<file path="config.mk">
export PLATFORM = sky130hd
export DESIGN_NAME = bd_table
export DESIGN_NICKNAME = d
export VERILOG_FILES = /design/src/rtl/bd_table.sv
export SDC_FILE = /design/constraint.sdc
export NUM_CORES = 1
export LEC_CHECK = 0
export BUFFER_PORTS_ARGS = -buffer_cell sky130_fd_sc_hd__buf_2
export CORE_UTILIZATION = 50
export CTS_BUF_LIST = sky130_fd_sc_hd__clkbuf_4
export DETAILED_ROUTE_END_ITERATION = 10
export PLACE_DENSITY_LB_ADDON = 0.12
export REMOVE_ABC_BUFFERS = 1
export SETUP_SLACK_MARGIN = 0.05
export SYNTH_ARGS = -nofsm -noshare
export SYNTH_HDL_FRONTEND = slang
export SYNTH_SLANG_ARGS = --single-unit
</file>
<file path="constraint.sdc">
create_clock -name clk -period 4.95 [get_ports clk]
set_clock_uncertainty 0.15 [all_clocks]
set_input_delay 0.99 -clock clk [delete_from_list [all_inputs] [get_ports clk]]
set_output_delay 0.99 -clock clk [all_outputs]
set_load 0.02 [all_outputs]
</file>
<file path="src/rtl/bd_table.sv">
module bd_table #(
    parameter int NUM_INPUTS = 4,
    parameter int NUM_STATES = 8,
    localparam int IW = $clog2(NUM_INPUTS),
    localparam int SW = $clog2(NUM_STATES),
    localparam int AW = IW + SW,
    localparam int ENTRIES = NUM_INPUTS * NUM_STATES
) (
    input  logic          clk,
    input  logic          rst_n,
    input  logic          we,
    input  logic [AW-1:0] waddr,
    input  logic          wvalid,
    input  logic [SW-1:0] wdst,
    input  logic [AW-1:0] raddr,
    output logic          rvalid,
    output logic [SW-1:0] rdst
);
    logic [ENTRIES-1:0] used_d, used_q;
    logic [SW-1:0]      tgt_d [ENTRIES];
    logic [SW-1:0]      tgt_q [ENTRIES];

    always_comb begin
        used_d = used_q;
        for (int k = 0; k < ENTRIES; k++) tgt_d[k] = tgt_q[k];
        if (we) begin
            used_d[waddr] = wvalid;
            tgt_d[waddr]  = wdst;
        end
    end

    always_ff @(posedge clk or negedge rst_n) begin
        if (!rst_n) begin
            used_q <= '0;
            for (int k = 0; k < ENTRIES; k++) tgt_q[k] <= '0;
        end else begin
            used_q <= used_d;
            for (int k = 0; k < ENTRIES; k++) tgt_q[k] <= tgt_d[k];
        end
    end

    assign rvalid = used_q[raddr];
    assign rdst   = tgt_q[raddr];
endmodule

</file>
==> impl_metrics.env <==
export IMPL_status="complete, no violations"
export IMPL_synth_edf_count=0
export IMPL_crit_path_top_delay_cell="mux4_2"
export IMPL_hold_ws_ns=0.364
export IMPL_peakVddDrop_uv=388
export IMPL_vias=3217
export IMPL_max_freq_mhz=235
export IMPL_dr_pass1_iters=4
export IMPL_stdcell_count=548
export IMPL_final_layout_size_suffix_gt1_share_pct=56.3
export IMPL_hold_viol_final=0
export IMPL_grt_use_total_pct=21.9
export IMPL_htreeDepth=4
export IMPL_fillCellCount=919
export IMPL_maxSlewViolCount=0
export IMPL_synth_area_leader_cell="dfrtp_1"
export IMPL_wl_um=11900
export IMPL_detailed_place_hpwl_um=8270
export IMPL_worst_slack_ns=0.700
export IMPL_synth_most_common_cell="mux2_2"
export IMPL_dieArea_um2=12300
export IMPL_swShare_pct=25.4
export IMPL_relSlewSlack_pct=54.7
export IMPL_antenna_found_initial=0
export IMPL_tightest_slew_ns=0.679
export IMPL_syn_to_final_growth_pct=9.86
export IMPL_crit_family="multiplexers"
export IMPL_p_total_mw=2.66
export IMPL_hold_buffers=0
export IMPL_critPathKind="in2out"
export IMPL_grt_pass1_wl_um=19800
export IMPL_core_um2=11500
export IMPL_dpl_worst_slack_ns=0.638
export IMPL_synth_cell_types=16
export IMPL_drtIter0Drc=194
export IMPL_r2r_slack_ns=4.01
export IMPL_syn_avg_cell_area_um2=16.1
export IMPL_internal_power_mw=1.99
export IMPL_grt_pass1_vias=3404
export IMPL_yosys_top_cells_count="mux2_2 (132), dfrtp_1 (128), mux4_2 (40), nand2_1 (16), nor2_1 (16)"
export IMPL_cts_sinks=128
export IMPL_synth_seq_area_share_pct=54.0
export IMPL_fin_tns_setup_ns=0
export IMPL_critPathLaunchType="input pin"
export IMPL_port_buffers=20
export IMPL_pwr_density_cell_nw_per_um2=409
export IMPL_cts_tree="done"
export IMPL_ys_ff_latch=128
export IMPL_antenna_cells=0
export IMPL_placed_area_um2=6170
export IMPL_power_leakage_nw=2.87
export IMPL_synthCells=369
export IMPL_post_cts_buffers=0
export IMPL_cts_buffers=17
export IMPL_post_cts_resized=0
export IMPL_p_seq_share_pct=50.9
export IMPL_initial_core_util_pct=51.7
export IMPL_period_share_pct=85.8
export IMPL_final_util_pct=56.8
export IMPL_min_period_ns=4.25
export IMPL_viasPerCell=5.87
export IMPL_yosysWarnings=0
export IMPL_die_height_um=111
export IMPL_final_nets=409
export IMPL_crit_buf_inv=3
export IMPL_comb_power_share_pct=17.4
export IMPL_p_switching_mw=0.676
export IMPL_cp_arrival_ns=3.11
export IMPL_grt_max_degree=129
export IMPL_cp_end_kind="primary output"
export IMPL_drtAntennaViolNets=0
export IMPL_cts_root_buf="clkbuf_4"
export IMPL_final_area_um2=6510
export IMPL_drc=0
export IMPL_crit_path_max_fanout=14
export IMPL_syn_area_um2=5930
export IMPL_die_w_um=111
export IMPL_gp_congestion=0.772
export IMPL_rows=39
export IMPL_clkPwrFrac_pct=31.7
export IMPL_synthTopCellsByArea="dfrtp_1 (54%), mux2_2 (25%), mux4_2 (15%)"
export IMPL_synth_ff_type="dfrtp_1"
export IMPL_rsz0062_at_grt="false"
export IMPL_worstSkewPairLatency_ns=0.53
export IMPL_async_flop_share_pct=100
export IMPL_io_pins=21
export IMPL_slowest_delay_ns=0.52
export IMPL_clockBufferDepth=2
export IMPL_path_cells="buf_2 -> buf_12 -> mux4_2 -> mux4_2 -> mux2_2 -> buf_2"
export IMPL_setup_violations=0
export IMPL_maxCapViolCount=0
export IMPL_wl_per_cell_um=21.8
export IMPL_clk_pin_slew_ns=0.11
export IMPL_grt_overflow=0
export IMPL_synth_top_area_share_pct=54.0
export IMPL_place_inst=516
export IMPL_required_ns=3.81
export IMPL_hp_class="reg2reg"
-- flip-flops by register name (all words and copies together), names as in the netlist --
signal	cells
used_q	32
tgt_q	96
-- cells in the final DEF, fill, tap and decap left out, drive strengths merged --
cell,count
and3,1
and3b,2
buf,25
bufinv,5
clkbuf,17
clkinv,4
clkinvlp,4
dfrtp,128
inv,2
mux2,132
mux4,40
nand2,16
nand3,2
nand3b,5
nor2,16
nor3,1
nor3b,4
or3b,1
-- per-layer routing --
| metal | part of all wire [%] | vias to the layer above | GRT usage, % |
|---|---|---|---|
| li1 | - | 1436 | - |
| met1 | 47 | 1702 | 32.4 |
| met2 | 47 | 69 | 31.3 |
| met3 | 5.5 | 10 | 6.01 |
| met4 | 0.90 | 0 | 7.38 |
| met5 | 0 | - | 0 |
-- final cells by class --
class | count | area [um^2] | share of cell area [%]
Tap cell | 143 | 179 | 2.75
Multi-Input combinational cell | 220 | 2620 | 40.3
Timing Repair Buffer | 25 | 165 | 2.54
Clock buffer | 17 | 128 | 1.96
Sequential cell | 128 | 3200 | 49.2
Clock inverter | 15 | 215 | 3.30
-- power groups by stage --
stage / registers, mW / logic [mW] / clock network, mW
after floorplan: 1.33 / 0.342 / 0
after global placement: 1.37 / 0.458 / 0
after detailed placement: 1.37 / 0.471 / 0
after CTS: 1.35 / 0.472 / 0.868
after global routing: 1.38 / 0.504 / 0.921
final: 1.36 / 0.464 / 0.844
-- logic make-up (layout without fill, tap and decap cells) --
group	count (synthesis)	count (layout)	share of synthesized area [%]
AND/OR/NAND/NOR	48	48	3.97
multiplexers	172	172	40.3
flip-flops	128	128	54.0
buffers and inverters	21	57	1.73
-- final timing paths --
kind                                start         to  depth (start not counted)
worst min register to register  tgt_q[77]  tgt_q[77]                          1
min in group asynchronous           rst_n  tgt_q[88]                          2
worst max-delay path             raddr[1]    rdst[2]                          6
worst min-delay path            tgt_q[77]  tgt_q[77]                          1
max in group asynchronous           rst_n  tgt_q[17]                          2
worst max register to register  tgt_q[79]  tgt_q[79]                          1
Power figures use the tool's default switching activity.
